`src/rtl/swx_pkg.sv`:
```
package swx_pkg;

    localparam int SAMPLE_W  = 16;
    localparam int LVL_NUM   = 161;
    localparam int LVL_SHIFT = 8;

    typedef logic [SAMPLE_W-1:0] code_t;

    typedef struct packed {
        code_t gate;
        code_t volt;
        code_t curr;
        logic  drive;
    } samp_t;

    typedef enum logic [1:0] {
        SC_IDLE,
        SC_RUN,
        SC_FIN
    } scan_e;

    // min plus 161/256 of the swing between min and max
    function automatic code_t level63(input code_t lo, input code_t hi);
        logic [31:0] prod;
        prod = 32'(hi - lo) * 32'(LVL_NUM);
        return lo + code_t'(prod >> LVL_SHIFT);
    endfunction

endpackage

```
`src/rtl/swx_accum.sv`:
```
module swx_accum
    import swx_pkg::*;
#(
    parameter int IDX_W = 6,
    localparam int SUM_W = SAMPLE_W + IDX_W
) (
    input  logic             clk,
    input  logic             rst,
    input  logic             clr,
    input  logic             in_valid,
    input  samp_t            in_samp,
    input  code_t            cc_level,
    output code_t            gmin,
    output code_t            gmax,
    output logic [SUM_W-1:0] sum_v,
    output logic [SUM_W-1:0] sum_i,
    output logic [IDX_W:0]   cnt,
    output logic             hit,
    output code_t            hit_gate
);

    logic first;

    always_ff @(posedge clk) begin
        if (rst || clr) begin
            first    <= 1'b1;
            gmin     <= '0;
            gmax     <= '0;
            sum_v    <= '0;
            sum_i    <= '0;
            cnt      <= '0;
            hit      <= 1'b0;
            hit_gate <= '0;
        end else if (in_valid) begin
            first <= 1'b0;
            if (first || in_samp.gate < gmin) gmin <= in_samp.gate;
            if (first || in_samp.gate > gmax) gmax <= in_samp.gate;
            if (in_samp.drive) begin
                sum_v <= sum_v + SUM_W'(in_samp.volt);
                sum_i <= sum_i + SUM_W'(in_samp.curr);
                cnt   <= cnt + 1'b1;
            end
            if (!hit && in_samp.curr >= cc_level) begin
                hit      <= 1'b1;
                hit_gate <= in_samp.gate;
            end
        end
    end

endmodule

```
`src/rtl/swx_store.sv`:
```
module swx_store
    import swx_pkg::*;
#(
    parameter int IDX_W = 6,
    localparam int DEPTH = 1 << IDX_W
) (
    input  logic             clk,
    input  logic             wr_en,
    input  logic [IDX_W-1:0] wr_addr,
    input  code_t            wr_data,
    input  logic [IDX_W-1:0] rd_addr,
    output code_t            rd_data
);

    code_t mem [DEPTH];

    always_ff @(posedge clk) begin
        if (wr_en) mem[wr_addr] <= wr_data;
    end

    assign rd_data = mem[rd_addr];

endmodule

```
`src/rtl/swx_scan.sv`:
```
module swx_scan
    import swx_pkg::*;
#(
    parameter int IDX_W = 6
) (
    input  logic             clk,
    input  logic             rst,
    input  logic             start,
    input  logic [IDX_W-1:0] last_addr,
    input  code_t            gmin,
    input  code_t            gmax,
    input  code_t            delta,
    output logic [IDX_W-1:0] rd_addr,
    input  code_t            rd_gate,
    output logic             busy,
    output logic             finish,
    output logic             tau_ok,
    output logic [IDX_W-1:0] tau
);

    scan_e            state;
    logic [IDX_W-1:0] k;
    logic [IDX_W-1:0] last_q;
    logic [IDX_W-1:0] rise_i;
    logic [IDX_W-1:0] cross_i;
    logic             rise_f;
    logic             cross_f;
    code_t            lvl;
    logic             above;
    logic             reach;

    always_comb begin
        lvl   = level63(gmin, gmax);
        above = {1'b0, rd_gate} > ({1'b0, gmin} + {1'b0, delta});
        reach = rd_gate >= lvl;
    end

    always_ff @(posedge clk) begin
        if (rst) begin
            state   <= SC_IDLE;
            k       <= '0;
            last_q  <= '0;
            rise_i  <= '0;
            cross_i <= '0;
            rise_f  <= 1'b0;
            cross_f <= 1'b0;
        end else begin
            case (state)
                SC_IDLE: begin
                    if (start) begin
                        k       <= '0;
                        last_q  <= last_addr;
                        rise_f  <= 1'b0;
                        cross_f <= 1'b0;
                        rise_i  <= '0;
                        cross_i <= '0;
                        state   <= SC_RUN;
                    end
                end
                SC_RUN: begin
                    if (!rise_f && above) begin
                        rise_f <= 1'b1;
                        rise_i <= k;
                        if (reach) begin
                            cross_f <= 1'b1;
                            cross_i <= k;
                        end
                    end else if (rise_f && !cross_f && reach) begin
                        cross_f <= 1'b1;
                        cross_i <= k;
                    end
                    if (k == last_q) state <= SC_FIN;
                    else             k     <= k + 1'b1;
                end
                default: state <= SC_IDLE;
            endcase
        end
    end

    assign rd_addr = k;
    assign busy    = (state != SC_IDLE);
    assign finish  = (state == SC_FIN);
    assign tau_ok  = rise_f && cross_f;
    assign tau     = tau_ok ? (cross_i - rise_i) : '0;

endmodule

```
`src/rtl/sw_param_extract.sv`:
```
module sw_param_extract
    import swx_pkg::*;
#(
    parameter int IDX_W = 6,
    localparam int SUM_W = SAMPLE_W + IDX_W
) (
    input  logic             clk,
    input  logic             rst,
    input  logic             in_valid,
    input  logic [IDX_W-1:0] in_index,
    input  logic             in_last,
    input  logic [15:0]      in_gate,
    input  logic [15:0]      in_drain_v,
    input  logic [15:0]      in_drain_i,
    input  logic             in_drive,
    input  logic [15:0]      cfg_cc_level,
    input  logic [15:0]      cfg_rise_delta,
    output logic             done,
    output logic [IDX_W-1:0] tau_steps,
    output logic             tau_ok,
    output logic [15:0]      vth_code,
    output logic             vth_ok,
    output logic [SUM_W-1:0] sum_drain_v,
    output logic [SUM_W-1:0] sum_drain_i,
    output logic [IDX_W:0]   on_count
);

    samp_t            samp;
    logic             busy;
    logic             take;
    logic             start;
    logic             finish;
    code_t            gmin, gmax, hit_gate, rd_gate;
    logic [SUM_W-1:0] acc_v, acc_i;
    logic [IDX_W:0]   acc_n;
    logic             hit;
    logic [IDX_W-1:0] rd_addr;
    logic             sc_ok;
    logic [IDX_W-1:0] sc_tau;

    always_comb begin
        samp.gate  = in_gate;
        samp.volt  = in_drain_v;
        samp.curr  = in_drain_i;
        samp.drive = in_drive;
        take       = in_valid && !busy;
        start      = take && in_last;
    end

    swx_accum #(.IDX_W(IDX_W)) u_accum (
        .clk      (clk),
        .rst      (rst),
        .clr      (finish),
        .in_valid (take),
        .in_samp  (samp),
        .cc_level (cfg_cc_level),
        .gmin     (gmin),
        .gmax     (gmax),
        .sum_v    (acc_v),
        .sum_i    (acc_i),
        .cnt      (acc_n),
        .hit      (hit),
        .hit_gate (hit_gate)
    );

    swx_store #(.IDX_W(IDX_W)) u_store (
        .clk     (clk),
        .wr_en   (take),
        .wr_addr (in_index),
        .wr_data (in_gate),
        .rd_addr (rd_addr),
        .rd_data (rd_gate)
    );

    swx_scan #(.IDX_W(IDX_W)) u_scan (
        .clk       (clk),
        .rst       (rst),
        .start     (start),
        .last_addr (in_index),
        .gmin      (gmin),
        .gmax      (gmax),
        .delta     (cfg_rise_delta),
        .rd_addr   (rd_addr),
        .rd_gate   (rd_gate),
        .busy      (busy),
        .finish    (finish),
        .tau_ok    (sc_ok),
        .tau       (sc_tau)
    );

    always_ff @(posedge clk) begin
        if (rst) begin
            done        <= 1'b0;
            tau_steps   <= '0;
            tau_ok      <= 1'b0;
            vth_code    <= '0;
            vth_ok      <= 1'b0;
            sum_drain_v <= '0;
            sum_drain_i <= '0;
            on_count    <= '0;
        end else begin
            done <= finish;
            if (finish) begin
                tau_steps   <= sc_tau;
                tau_ok      <= sc_ok;
                vth_code    <= hit ? hit_gate : '0;
                vth_ok      <= hit;
                sum_drain_v <= acc_v;
                sum_drain_i <= acc_i;
                on_count    <= acc_n;
            end
        end
    end

endmodule

```
`config.mk`:
```
export PLATFORM = sky130hd
export DESIGN_NAME = sw_param_extract
export DESIGN_NICKNAME = d
export VERILOG_FILES = /design/src/rtl/swx_pkg.sv /design/src/rtl/swx_accum.sv /design/src/rtl/swx_store.sv /design/src/rtl/swx_scan.sv /design/src/rtl/sw_param_extract.sv
export SDC_FILE = /design/constraint.sdc
export NUM_CORES = 2
export LEC_CHECK = 0
export BUFFER_PORTS_ARGS = -buffer_cell sky130_fd_sc_hd__buf_4
export CAP_MARGIN = 20
export CORE_ASPECT_RATIO = 0.7
export CORE_UTILIZATION = 30
export CTS_CLUSTER_DIAMETER = 100
export DETAILED_ROUTE_END_ITERATION = 8
export PLACE_DENSITY = 0.4
export SETUP_SLACK_MARGIN = 0.02
export SYNTH_ARGS = -nofsm -noshare
export SYNTH_HDL_FRONTEND = slang
export SYNTH_SLANG_ARGS = --single-unit
```
`constraint.sdc`:
```
create_clock -name clk -period 14.8 [get_ports clk]
set_input_delay 2.22 -clock clk [delete_from_list [all_inputs] [get_ports clk]]
set_output_delay 2.22 -clock clk [all_outputs]
set_load 0.1 [all_outputs]
```
-- Yosys cells after proc, flatten, opt, wreduce, memory -nomap -nowiden
Memory sizes are Yosys's and may differ from the RTL's. A register that Yosys moved wholly into a read port is not among the register bits.
Cells that the tools add are included.
- output and inout port bits: 76
- input port bits: 91
- memory bits (read-only): 0
- logic and storage cells: 98
- bits in latches: 0
- register bits: 205
- memories: 1
- bits in writable memories: 1024
- divide/modulo/power cells: 0
- shifts and indexed selects: 0
- muxes and demuxes: 25
- magnitude comparators: 5
- add/subtract/negate cells: 8
- multiply operators: 1
- reductions and logical operators: 26
- eq/ne operators: 9
- bitwise logic cells: 0
- memories (memory ; words ; bits a word ; rd ports ; clocked after Yosys merged registers in ; wr ports ; RTL line ; RTL):
    u_store.mem ; 64 ; 16 ; 1 ; 1 ; 1 ; swx_store.sv:15 ; code_t mem [DEPTH];
- operators by type and width (kind ; number):
    6-bit 2-to-1 mux ; 9
    22-bit by 16-bit adder with 22-bit output ; 2
    6-bit case mux with 2 select lines ; 3
    16-bit >= comparator ; 2
    32-bit by 8-bit multiplier with 24-bit output (second input constant) ; 1
    16-bit by 16-bit adder with 17-bit output ; 1
    16-bit by 17-bit > comparator with 1-bit output ; 1
    16-bit by 16-bit subtractor with 17-bit output ; 1
    16-bit adder ; 1
    16-bit > comparator ; 1
    16-bit less-than comparator ; 1
    16-bit 2-to-1 mux ; 1
    2-bit AND reduction ; 6
    7-bit by 1-bit adder with 7-bit output (second input constant) ; 1
    1-bit logical AND ; 7
    1-bit 2-to-1 mux ; 7
    6-bit by 1-bit adder with 6-bit output (second input constant) ; 1
    6-bit == test ; 1
    3-bit AND reduction ; 2
    6-bit subtractor ; 1
    1-bit zero test ; 4
    2-bit 2-to-1 mux ; 2
    2-bit by 1-bit inequality test with 1-bit output (second input constant) ; 2
    2-bit inequality test (second input constant) ; 2
    other kinds (10) ; 14

-- Longest topological paths before layout
- depth after elaboration: 8
- mapped depth: 38
- depth with buffers taken out: 38

-- Hierarchy
From an unflattened synthesis, not the netlist that was laid out.
- cells, all modules: 3547
- area total of the unflattened synthesis: 54487.3 um^2
- modules (own cells, without submodules) (module ; area an instance (um^2) ; instances ; cells each ; seq. area each (um^2)):
    swx_store ; 39721.8 ; 1 ; 1813 ; 30749.5
    swx_accum ; 6257.3 ; 1 ; 764 ; 2021.9
    swx_scan ; 5723.0 ; 1 ; 705 ; 560.5
    sw_param_extract ; 2785.2 ; 1 ; 265 ; 1521.5

-- Least setup slack after synthesis
OpenSTA, ideal clock, no wires.
- path type: register to register
- start point: register u_accum.gmax[0]
- end point: register u_scan.cross_i[0]
- period minus slack after synthesis: 7.695 ns
- required time: 14.728 ns
- buffers on the path: 0
- library setup time: 0.072 ns
- arrival: 7.623 ns
- path slack: 7.105 ns
- cell stages (with the launch flop): 39
- cell sequence: dfxtp_1 -> inv_1 -> ha_1 -> fa_1 -> nor2b_1 -> o2111ai_1 -> and4b_1 -> or2_2 -> inv_1 -> a21oi_1 -> o21bai_1 -> xor2_1 -> ha_1 -> ha_1 -> inv_1 -> fa_1 -> inv_1 -> ha_1 -> [3 not listed] -> inv_1 -> o21ai_0 -> nand2_1 -> xor2_1 -> ha_1 -> nand3_1 -> nor2_1 -> a41oi_1 -> a21oi_1 -> mux2i_1 -> a221oi_1 -> xnor2_1 -> xnor2_1 -> ha_1 -> a21oi_1 -> nand2_1 -> o22ai_2 -> mux2i_1
- cells in the longest elaborated chain, start to end: 7
- elaborated cells on any way between the ends: 8
- classes of those cells: add/sub (2); mul (1); order compare (1); eq/ne (2); reduce/logical (2)
- ends and longest elaborated chain (item ; RTL line ; RTL):
    start: declaration ; swx_accum.sv:14 ; output code_t gmax,
    start signal: assignment ; swx_accum.sv:37 ; if (first || in_samp.gate > gmax) gmax <= in_samp.gate;
    16-bit by 16-bit subtractor with 17-bit output (*) ; swx_pkg.sv:25 ; prod = 32'(hi - lo) * 32'(LVL_NUM);
    32-bit by 8-bit multiplier with 24-bit output (*) ; swx_pkg.sv:25 ;
    16-bit adder (*) ; swx_pkg.sv:26 ; return lo + code_t'(prod >> LVL_SHIFT);
    16-bit >= comparator (*) ; swx_scan.sv:35 ; reach = rd_gate >= lvl;
    1-bit logical AND ; swx_scan.sv:68 ; end else if (rise_f && !cross_f && reach) begin
    3-bit by 1-bit inequality test with 1-bit output (no source line) ; -- ;
    4-bit AND reduction (no source line) (*) ; -- ;
    end signal: assignment ; swx_scan.sv:66 ; cross_i <= k;
    end signal: assignment ; swx_scan.sv:70 ; cross_i <= k;
    end: declaration ; swx_scan.sv:25 ; logic [IDX_W-1:0] cross_i;
Mark *: on every way between the ends. The rest lies on a longest branch, timed or not.
A chain may end at the register's enable or synchronous reset.

-- Worst setup path in the final report
- start point: register u_accum.gmin[0]
- end point: register u_scan.cross_i[3]
- cells in the longest elaborated chain, start to end: 7
- elaborated cells on any way between the ends: 13
- classes of those cells: add/sub (3); mul (1); order compare (2); eq/ne (2); mux (2); reduce/logical (3)
- ends and longest elaborated chain (item ; RTL line ; RTL):
    start: declaration ; swx_accum.sv:13 ; output code_t gmin,
    start signal: assignment ; swx_accum.sv:36 ; if (first || in_samp.gate < gmin) gmin <= in_samp.gate;
    16-bit by 16-bit subtractor with 17-bit output ; swx_pkg.sv:25 ;
    32-bit by 8-bit multiplier with 24-bit output ; swx_pkg.sv:25 ;
    16-bit adder ; swx_pkg.sv:26 ;
    16-bit >= comparator ; swx_scan.sv:35 ;
    1-bit logical AND ; swx_scan.sv:68 ;
    3-bit by 1-bit inequality test with 1-bit output (no source line) ; -- ;
    4-bit AND reduction (no source line) ; -- ;
Several ways; a longest one is shown, not always the timed one.

==> results.cfg <==
[sta]
fmax_ghz = 0.110
slew_violations = 0
setup_ws_ns = 5.75
tns_ns = 0
setup_viol = 0
period_share = 0.612
rsz0062_at_grt = no
period_needed_ns = 9.05
relSlewSlack = 0.312
tightest_slew_ns = 1.03
fin_skew_ns = 0.0235
holdWs_ns = 0.463
finalHoldViolations = 0

[cells_and_area]
fin_area_um2 = 62400
utilization = 0.351
final_common_cell = edfxtp_1
layout_common_cells = edfxtp_1, mux4_2, buf_4
fill_cells = 16710
area_growth_pct = 15.8
nets = 3815
drive_gt1_frac = 0.237

[clock_network]
clk_pin_slew_ns = 0.06
clock-sinks = 1235
cts_tree = yes
root_buffer = clkbuf_16
cts_max_level = 4
post_cts_buffers = 0
ctsResizeCount = 0
cts_buffers = 130
ctsHoldBuffers = 0
clk_latency_ns = 0.77
cts.path.max_buffers = 3

[route]
antenna_left = 0
firstDrtPassIters = 5
via_per_inst = 5.11
drt_iter0_drc = 3144
wl_per_cell_um = 27.9
num_vias = 30346
drc = 0
drt_wl_total_um = 166000

[global_routing]
grt_use_total = 0.183
antenna_found_initial = 22
grt_pass1_vias = 31061
grt_pass1_wl_um = 234000
grt_remaining_overflow = 0
grt_max_degree = 133

[synthesis]
synth_edf_count = 1024
syn_area_um2 = 53900
ys_seq_elements = 1235
synth_nets = 3565
synth.avg_cell_area_um2 = 16.7
seq_area_frac_synth = 0.649
async_flop_share = 0
yosys_warnings = 0
ys.flop_type = edfxtp_1
netlist_instances = 3223
synth.distinct_cells = 77

[job]
drv_cap = 0

[worst_setup_path]
cpPeakStageDelay_ns = 0.51
critical_path.slowest_cell = fa_1
cp.required_ns = 15.48
critPathCaptureType = flip-flop
crit_path_start_kind = flip-flop
crit_top_cell = ha_1
path_class = flip-flop to flip-flop
crit_fanout = 7
arrival_ns = 9.73

[place]
dpl.hpwl_um = 108000
post-place-ws_ns = 5.74
place_area_um2 = 58300
place.port_buffers = 166
gp_congestion = 0.827

[power_and_ir_drop]
combPwrFrac = 0.440
power_leakage_nw = 21.0
internal_power_mw = 7.82
ir_drop_mv = 0.351
switchingPower_mw = 4.68
seqPwrFrac = 0.306
swShare = 0.374
pwr-share-clk = 0.254
p_per_area_nw_per_um2 = 200

[die]
die_h_um = 357
ios = 167
start_util = 0.303
row_count = 129
dieWidth_um = 508
coreArea_um2 = 178000
die_area_um2 = 181000

[worst_hold_path]
min_path_type = flip-flop to flip-flop

[status]
outcome = completed
## critical path: cells and delay by family (launching register included)
family	cells	cell delay, ns
and+or+nand+nor	8	1.48
adders and majority gates	9	3.16
AOI/OAI and AO/OA	10	2.29
DFF	1	0.37
xor gates and xnor gates	4	1.06
buffers and inverters	4	0.24
muxes	2	0.37
## kinds of logic after synthesis
logic type,after synthesis,share of synthesized area
compound gates,461,0.0583
xor+xnor,93,0.0151
fa+ha+maj,251,0.0612
buf+inv,265,0.0199
flops,1235,0.649
mux,385,0.150
simple gates,533,0.0465
## final cells by class
cell class                      instances  area [um^2]  share of cell area
Sequential cell                      1235        35000               0.561
Multi-Input combinational cell       1723        18000               0.288
Clock buffer                          168         3490              0.0559
Tap cell                             2358         2950              0.0473
Timing Repair Buffer                  257         1950              0.0312
Clock inverter                         64          551             0.00882
Inverter                              126          473             0.00758
Antenna cell                            3         7.51            0.000120
## Yosys cell counts (7+ instances only)
master / n / share of area
and3_1: 11 / 0.0013
xor2_1: 42 / 0.0068
a21oi_1: 128 / 0.012
o31ai_1: 9 / 0.0013
xnor2_1: 51 / 0.0083
a22o_1: 75 / 0.012
inv_1: 126 / 0.0088
or3_1: 18 / 0.0021
a211o_1: 7 / 0.0011
buf_2: 26 / 0.0024
clkbuf_1: 92 / 0.0064
and2_1: 8 / 0.00093
a21o_1: 53 / 0.0074
nor2_1: 162 / 0.011
o21a_1: 13 / 0.0018
buf_1: 13 / 0.00091
o211ai_1: 7 / 0.00098
mux2i_1: 43 / 0.0080
ha_1: 230 / 0.053
nand4_1: 23 / 0.0027
or2_2: 9 / 0.0010
nand3b_1: 8 / 0.0011
nand2b_1: 26 / 0.0030
o21ai_0: 83 / 0.0077
nand2_1: 165 / 0.011
mux4_2: 336 / 0.14
dfxtp_1: 211 / 0.078
nor3_1: 18 / 0.0017
edfxtp_1: 1024 / 0.57
nand3_1: 37 / 0.0034
o2111ai_1: 7 / 0.0011
fa_1: 21 / 0.0078
nor2b_1: 25 / 0.0029
a31oi_1: 9 / 0.0010
a211oi_1: 17 / 0.0024
## registers in the layout (all words and copies together) (netlist names), 7 cells and up, named ones only
name	cells
on_count	7
sum_drain_i	22
sum_drain_v	22
u_accum.cnt	7
u_accum.gmax	16
u_accum.gmin	16
u_accum.hit_gate	16
u_accum.sum_i	22
u_accum.sum_v	22
u_store.mem	1024
vth_code	16
## worst paths after layout
path	start	end	slack, ns	cells after the start
worst max-delay path	u_accum.gmin[0]$_SDFFE_PP0P_	u_scan.cross_i[3]$_SDFFE_PP0P_	5.75	37
worst min-delay path	vth_ok$_SDFFE_PP0P_	vth_ok$_SDFFE_PP0P_	0.46	1
worst max register to register	u_accum.gmin[0]$_SDFFE_PP0P_	u_scan.cross_i[3]$_SDFFE_PP0P_	5.75	37
worst min register to register	vth_ok$_SDFFE_PP0P_	vth_ok$_SDFFE_PP0P_	0.46	1
## power groups by stage
| stage | clock [mW] | combinational, mW | sequential (mW) |
|---|---|---|---|
| 6_report | 3.18 | 5.50 | 3.82 |
| 4_1_cts | 3.27 | 5.51 | 3.82 |
| 2_1_floorplan | 0 | 3.93 | 3.89 |
| 3_3_place_gp | 0 | 5.43 | 3.90 |
| 5_1_grt | 3.39 | 6.18 | 3.82 |
| 3_5_place_dp | 0 | 5.47 | 3.90 |
## metal layers
metal  routed length (um)  track usage  up-vias
met5                    0            0        -
met1                82800        0.283    16100
met2                72200        0.270      781
li1                     -            -    13286
met3                 7860       0.0236      179
met4                 2910       0.0429        0
## stage by stage
step,cells,power [mW]
after floorplan,3223,7.82
after global placement,5698,9.32
after detailed placement,5699,9.37
after CTS,5931,12.6
after global routing,5932,13.4
final,5934,12.5
Power figures use the tool's default switching activity.
